<file path="config.mk">
export PLATFORM = sky130hd
export DESIGN_NAME = fan_duty_sequencer
export DESIGN_NICKNAME = d
export VERILOG_FILES = /design/src/rtl/fds_pkg.sv /design/src/rtl/fds_pwm_gen.sv /design/src/rtl/fds_temp_map.sv /design/src/rtl/fds_seq_ctrl.sv /design/src/rtl/fan_duty_sequencer.sv
export SDC_FILE = /design/constraint.sdc
export NUM_CORES = 1
export LEC_CHECK = 0
export ABC_AREA = 1
export BUFFER_PORTS_ARGS = -buffer_cell sky130_fd_sc_hd__buf_2
export CAP_MARGIN = 15
export CORE_MARGIN = 2
export CORE_UTILIZATION = 45
export DETAILED_ROUTE_END_ITERATION = 10
export PLACE_DENSITY = 0.68
export SLEW_MARGIN = 0
export SYNTH_ARGS = -nofsm -noshare
export SYNTH_HDL_FRONTEND = slang
export SYNTH_HIERARCHICAL = 1
export SYNTH_SLANG_ARGS = --single-unit
</file>
<file path="constraint.sdc">
create_clock -name clk -period 2 [get_ports clk]
set_input_delay 0.3 -clock clk [delete_from_list [all_inputs] [get_ports clk]]
set_output_delay 0.3 -clock clk [all_outputs]
set_load 0.05 [all_outputs]
</file>
<file path="src/rtl/fds_pkg.sv">
package fds_pkg;

   typedef enum logic {
      SEQ_IDLE   = 1'b0,
      SEQ_SETTLE = 1'b1
   } seq_state_e;

   // width assigned to a temperature level: a proportional share of the period
   function automatic int unsigned scaled_width(int unsigned lvl,
                                                int unsigned period,
                                                int unsigned levels);
      return (period * lvl) / levels;
   endfunction

endpackage

</file>
<file path="src/rtl/fds_pwm_gen.sv">
module fds_pwm_gen #(
   parameter int unsigned WID_W  = 16,
   parameter int unsigned PERIOD = 1000
) (
   input  logic             clk,
   input  logic             rst_n,
   input  logic [WID_W-1:0] tgt_width,
   output logic             pwm_out
);
   localparam logic [WID_W-1:0] LAST = WID_W'(PERIOD - 1);
   localparam logic [WID_W-1:0] FULL = WID_W'(PERIOD);

   logic [WID_W-1:0] phase_q;
   logic [WID_W-1:0] act_q;

   // the active width is swapped only on the wrap, so a period is never cut short
   always_ff @(posedge clk or negedge rst_n) begin
      if (!rst_n) begin
         phase_q <= '0;
         act_q   <= FULL;
      end else if (phase_q == LAST) begin
         phase_q <= '0;
         act_q   <= tgt_width;
      end else begin
         phase_q <= phase_q + 1'b1;
      end
   end

   // full speed while in reset
   assign pwm_out = ~rst_n | (phase_q < act_q);

endmodule

</file>
<file path="src/rtl/fds_temp_map.sv">
module fds_temp_map #(
   parameter int unsigned TEMP_W     = 12,
   parameter int unsigned WID_W      = 16,
   parameter int unsigned LVL_W      = 3,
   parameter int unsigned NUM_LEVELS = 4,
   parameter int unsigned TEMP_BASE  = 1600,
   parameter int unsigned TEMP_STEP  = 200,
   parameter int unsigned PERIOD     = 1000
) (
   input  logic [TEMP_W-1:0] temp_code,
   output logic [LVL_W-1:0]  level,
   output logic [WID_W-1:0]  level_width
);
   logic [NUM_LEVELS-1:0] hit;

   for (genvar k = 0; k < NUM_LEVELS; k++) begin : g_thr
      localparam logic [TEMP_W-1:0] THR = TEMP_W'(TEMP_BASE + k * TEMP_STEP);
      assign hit[k] = (temp_code >= THR);
   end

   // thresholds ascend, so the highest hit gives the level
   always_comb begin
      level       = '0;
      level_width = '0;
      for (int k = 0; k < NUM_LEVELS; k++) begin
         if (hit[k]) begin
            level       = LVL_W'(k + 1);
            level_width = WID_W'(fds_pkg::scaled_width(k + 1, PERIOD, NUM_LEVELS));
         end
      end
   end

endmodule

</file>
<file path="src/rtl/fds_seq_ctrl.sv">
module fds_seq_ctrl #(
   parameter int unsigned WID_W         = 16,
   parameter int unsigned LVL_W         = 3,
   parameter int unsigned PERIOD        = 1000,
   parameter int unsigned SETTLE_CYCLES = 500_000_000
) (
   input  logic             clk,
   input  logic             rst_n,
   input  logic             sw_wr,
   input  logic [WID_W-1:0] sw_width,
   input  logic             temp_valid,
   input  logic [LVL_W-1:0] lvl_now,
   input  logic [WID_W-1:0] lvl_width,
   output logic [WID_W-1:0] tgt_width,
   output logic             evt_temp_rise,
   output logic             evt_pwm_changed,
   output logic             use_builtin_tach
);
   import fds_pkg::*;

   localparam int unsigned       SET_W    = $clog2(SETTLE_CYCLES + 1);
   localparam logic [SET_W-1:0]  SET_LAST = SET_W'(SETTLE_CYCLES - 1);
   localparam logic [WID_W-1:0]  FULL     = WID_W'(PERIOD);

   seq_state_e       state_q;
   logic [SET_W-1:0] wait_q;
   logic [LVL_W-1:0] lvl_acc_q;
   logic             held_vld_q;
   logic [WID_W-1:0] held_q;

   always_ff @(posedge clk or negedge rst_n) begin
      if (!rst_n) begin
         state_q          <= SEQ_IDLE;
         wait_q           <= '0;
         lvl_acc_q        <= '0;
         held_vld_q       <= 1'b0;
         held_q           <= '0;
         tgt_width        <= FULL;
         evt_temp_rise    <= 1'b0;
         evt_pwm_changed  <= 1'b0;
         use_builtin_tach <= 1'b0;
      end else begin
         evt_temp_rise   <= 1'b0;
         evt_pwm_changed <= 1'b0;
         if (state_q == SEQ_SETTLE) begin
            // writes are parked; temperature is not looked at
            if (sw_wr) begin
               held_vld_q <= 1'b1;
               held_q     <= sw_width;
            end
            if (wait_q == SET_LAST) begin
               state_q          <= SEQ_IDLE;
               wait_q           <= '0;
               evt_pwm_changed  <= 1'b1;
               use_builtin_tach <= 1'b1;
            end else begin
               wait_q <= wait_q + 1'b1;
            end
         end else if (sw_wr || held_vld_q) begin
            // a fresh write overrides a parked one
            tgt_width        <= sw_wr ? sw_width : held_q;
            held_vld_q       <= 1'b0;
            evt_pwm_changed  <= 1'b1;
            use_builtin_tach <= 1'b0;
         end else if (temp_valid && (lvl_now > lvl_acc_q)) begin
            lvl_acc_q     <= lvl_now;
            tgt_width     <= lvl_width;
            evt_temp_rise <= 1'b1;
            state_q       <= SEQ_SETTLE;
            wait_q        <= '0;
         end
      end
   end

endmodule

</file>
<file path="src/rtl/fan_duty_sequencer.sv">
module fan_duty_sequencer #(
   parameter int unsigned WID_W         = 16,
   parameter int unsigned PERIOD        = 1000,
   parameter int unsigned TEMP_W        = 12,
   parameter int unsigned NUM_LEVELS    = 4,
   parameter int unsigned TEMP_BASE     = 1600,
   parameter int unsigned TEMP_STEP     = 200,
   parameter int unsigned SETTLE_CYCLES = 500_000_000
) (
   input  logic              clk,
   input  logic              rst_n,
   input  logic              sw_wr,
   input  logic [WID_W-1:0]  sw_width,
   input  logic              temp_valid,
   input  logic [TEMP_W-1:0] temp_code,
   output logic              pwm_out,
   output logic [WID_W-1:0]  period_o,
   output logic              evt_temp_rise,
   output logic              evt_pwm_changed,
   output logic              use_builtin_tach
);
   localparam int unsigned LVL_W = $clog2(NUM_LEVELS + 1);

   if (PERIOD < 2 || PERIOD >= (2 ** WID_W)) begin : g_bad_period
      $error("PERIOD must be at least 2 and fit in WID_W bits");
   end
   if (NUM_LEVELS < 1) begin : g_bad_levels
      $error("NUM_LEVELS must be at least 1");
   end
   if (TEMP_BASE + (NUM_LEVELS - 1) * TEMP_STEP >= (2 ** TEMP_W)) begin : g_bad_thr
      $error("highest threshold must fit in TEMP_W bits");
   end
   if (SETTLE_CYCLES < 2) begin : g_bad_settle
      $error("SETTLE_CYCLES must be at least 2");
   end

   logic [LVL_W-1:0] lvl_now;
   logic [WID_W-1:0] lvl_width;
   logic [WID_W-1:0] tgt_width;

   assign period_o = WID_W'(PERIOD);

   fds_temp_map #(
      .TEMP_W(TEMP_W), .WID_W(WID_W), .LVL_W(LVL_W), .NUM_LEVELS(NUM_LEVELS),
      .TEMP_BASE(TEMP_BASE), .TEMP_STEP(TEMP_STEP), .PERIOD(PERIOD)
   ) u_map (
      .temp_code   (temp_code),
      .level       (lvl_now),
      .level_width (lvl_width)
   );

   fds_seq_ctrl #(
      .WID_W(WID_W), .LVL_W(LVL_W), .PERIOD(PERIOD), .SETTLE_CYCLES(SETTLE_CYCLES)
   ) u_seq (
      .clk              (clk),
      .rst_n            (rst_n),
      .sw_wr            (sw_wr),
      .sw_width         (sw_width),
      .temp_valid       (temp_valid),
      .lvl_now          (lvl_now),
      .lvl_width        (lvl_width),
      .tgt_width        (tgt_width),
      .evt_temp_rise    (evt_temp_rise),
      .evt_pwm_changed  (evt_pwm_changed),
      .use_builtin_tach (use_builtin_tach)
   );

   fds_pwm_gen #(
      .WID_W(WID_W), .PERIOD(PERIOD)
   ) u_pwm (
      .clk       (clk),
      .rst_n     (rst_n),
      .tgt_width (tgt_width),
      .pwm_out   (pwm_out)
   );

endmodule

</file>
==> out/summary.txt <==
status = finished with violations
violated checks = setup timing
CP Buf/Inv Count = 2
WHS = 0.0663 ns
PD cells = 578 mW/mm²
Clock Skew = 0.00938 ns
TritonCTS clock tree = built
Cell Rows = 43
net count reported at finish = 968
Setup Viol. Count Final = 1
RR Endpoint = u_seq/tgt_width[1]
Setup WS pre-CTS = -0.326 ns
max_slew headroom = 54.0%
TritonCTS sink count = 101
cells along the critical path = inv_2 -> ha_4 -> a21oi_2 -> nor2_1 -> nor3_1 -> nand2_1 -> nand2_1 -> nand2_1 -> nand2_1 -> buf_6
Starting Density = 45.7%
number of synthesized flops with an enable pin = 0
Remaining DRCs = 0
async set or reset register ratio after synthesis = 100%
Slowest Stage Delay on Critical Path = 0.54 ns
min cycle time layout = 2.18 ns
ANT cells = 0
post-synthesis cell type count = 38
Pwr Total = 4.13 mW
Routed Antenna Nets = 0
Area Growth Syn to Fin = 14.2%
Yosys top cell area share = 35.6%
Final Util = 52.2%
Non-Filler Instances = 1101
Cells after DPL = 1080
Die X-Extent = 122 µm
via count = 5400
routability congestion estimate = 0.899
Max-Cap Viols = 0
Max Fclk = 0.459 GHz
core area = 0.0137 mm²
HP Class = in2async
RSZ-0062 raised after global routing = true
WS Path Type = reg2out
Startpoint Class = register
top post-synthesis cells by area = dfrtp_1, nand2_1, nor2_1
Global Route Usage Sum = 19.3%
routed len/inst = 12.6 µm
CTS root buf = clkbuf_16
Seq/Total Area, Yosys = 40.6%
Clock transition at path regs = 0.07 ns
Peak VDD IR = 0.419 mV
DR vias/cell = 4.90
first-pass GRT wire length = 22800 µm
worst skew pair latency = 0.35 ns
global route overflow = 0
cell area after layout = 0.00716 mm²
Worst EP required = 1.70 ns
cell at the slowest stage of the critical path = dfstp_2
most frequent cells after synthesis = nand2_1, nor2_1, dfrtp_1, inv_1, o21ai_0
clk buf depth = 2
average size of a mapped cell = 7.26 µm²
setup_tns = -0.178 ns
cell count after synthesis = 863
vias in the first global route = 4836
reg2reg path depth = 5
top_reg_cell synth = dfrtp_1
Area after DPL = 0.00667 mm²
crit end category = output port
Pleak = 3.78 nW
Crit path arrival time = 1.88 ns
delay-heaviest family, CP = flip-flops
Synth Warn # = 6
Yosys top cell by area = dfrtp_1
largest net degree at the start of global routing = 55
Critical Path Fanout Max = 2
Slew Limit Fails = 0
fin crit share = 109%
IO Pins = 52
post-DP HPWL = 9640 µm
most common cell in the netlist = nand2_1
Yosys reg bits = 101
H-tree levels = 3
port bufs = 32
Die Ht = 122 µm
DRT iter0 DRCs = 370
CTS Hold Bufs = 0
die footprint = 0.0149 mm²
synthesized area = 0.00626 mm²
slack of the critical path = -0.178 ns
Critical Path Most Common Cell = nand2_1
CTS buffer count = 9
Slew @ Worst Pin = 0.690 ns
final wirelength = 13900 µm
endpoints failing hold = 0
initial antenna violation count = 0
Reg2Reg Launch Point = u_seq/held_vld_q
total iterations of the first detailed-routing run = 5
share of layout cells above drive strength 1 = 17.5%
setup slack, reg-to-reg = 0.31 ns
[flip-flops by register name, summed over array words and instances (netlist names)]
| signal | count |
|---|---|
| u_seq/wait_q | 29 |
| u_seq/tgt_width | 16 |
| u_seq/held_q | 16 |
| u_seq/use_builtin_tach | 1 |
| u_seq/state_q | 1 |
| u_seq/lvl_acc_q | 3 |
| u_seq/held_vld_q | 1 |
| u_seq/evt_pwm_changed | 1 |
| u_pwm/phase_q | 16 |
| u_seq/evt_temp_rise | 1 |
| u_pwm/act_q | 16 |
[cells by family (layout without fill, tap and decap cells)]
| kind of cell | Yosys count | count (layout) | synth area share [%] |
|---|---|---|---|
| compound gates | 105 | 105 | 9.47 |
| buf+inv | 145 | 182 | 11.1 |
| flops | 101 | 101 | 40.6 |
| other cells | 3 | 23 | 0.180 |
| fa+ha+maj | 20 | 20 | 3.99 |
| xor+xnor | 17 | 17 | 2.38 |
| simple gates | 472 | 473 | 32.3 |
[cell usage in the layout (no fill, tap or decap), types with 2 or more instances in the layout]
master / n
nand2_1: 266
nor2_1: 105
dfrtp_1: 89
inv_1: 82
o21ai_0: 45
nand3_1: 41
buf_4: 33
buf_2: 30
a21oi_1: 25
conb_1: 23
nand4_1: 17
xor2_1: 17
inv_2: 14
ha_1: 14
nand2_2: 13
dfstp_2: 12
clkbuf_16: 10
nor2_2: 9
a21boi_0: 9
nor3_1: 8
a21boi_1: 7
ha_4: 6
o21ai_1: 6
a21oi_2: 5
clkinv_2: 3
inv_6: 3
buf_6: 3
nor2_4: 3
o21ai_2: 2
o22ai_1: 2
nor2_8: 2
[how the worst max path moves through the flow]
stage,start,endpoint,slack [ns],cells past startpoint
floorplan,temp_code[11],u_seq/wait_q[19],0.0009,18
global placement,temp_code[8],u_seq/wait_q[0],-0.24,16
detailed placement,temp_code[8],u_seq/wait_q[6],-0.33,16
CTS,u_pwm/act_q[5],pwm_out,-0.25,10
global route,u_pwm/act_q[7],pwm_out,-0.30,10
finish,u_pwm/act_q[5],pwm_out,-0.18,10
[layer usage]
| metal | global-route usage [%] | wire length (µm) | vias to the layer above |
|---|---|---|---|
| li1 | - | - | 2784 |
| met1 | 28.3 | 6890 | 2457 |
| met2 | 28.8 | 6130 | 136 |
| met3 | 3.46 | 619 | 23 |
| met4 | 6.47 | 278 | 0 |
| met5 | 0 | 0 | - |
[timing repair]
| item | 4_1_cts | 5_1_grt |
|---|---|---|
| gates resized for setup | 7 | 29 |
| endpoints found under the hold margin | 0 | 0 |
| gates cloned | 0 | 2 |
| pin swaps | 7 | 20 |
| setup endpoints to repair | 1 | 43 |
| buffers inserted | 0 | 3 |
[area by class of cell]
class | instances | area (µm²)
fillers | 1346 | 6560
clock buffers | 9 | 225
clock inverters | 7 | 48.8
multi-input cells | 638 | 3250
flip-flops and latches | 101 | 2540
inverters | 97 | 369
repair buffers | 69 | 492
well taps | 180 | 225
[report_power, final]
part | internal, mW | switching (mW) | total, mW
Clock | 0.850 | 0.814 | 1.66
Combinational | 0.105 | 0.243 | 0.348
Sequential | 2.10 | 0.0212 | 2.12
No activity file was read; power rests on OpenSTA's default activity.
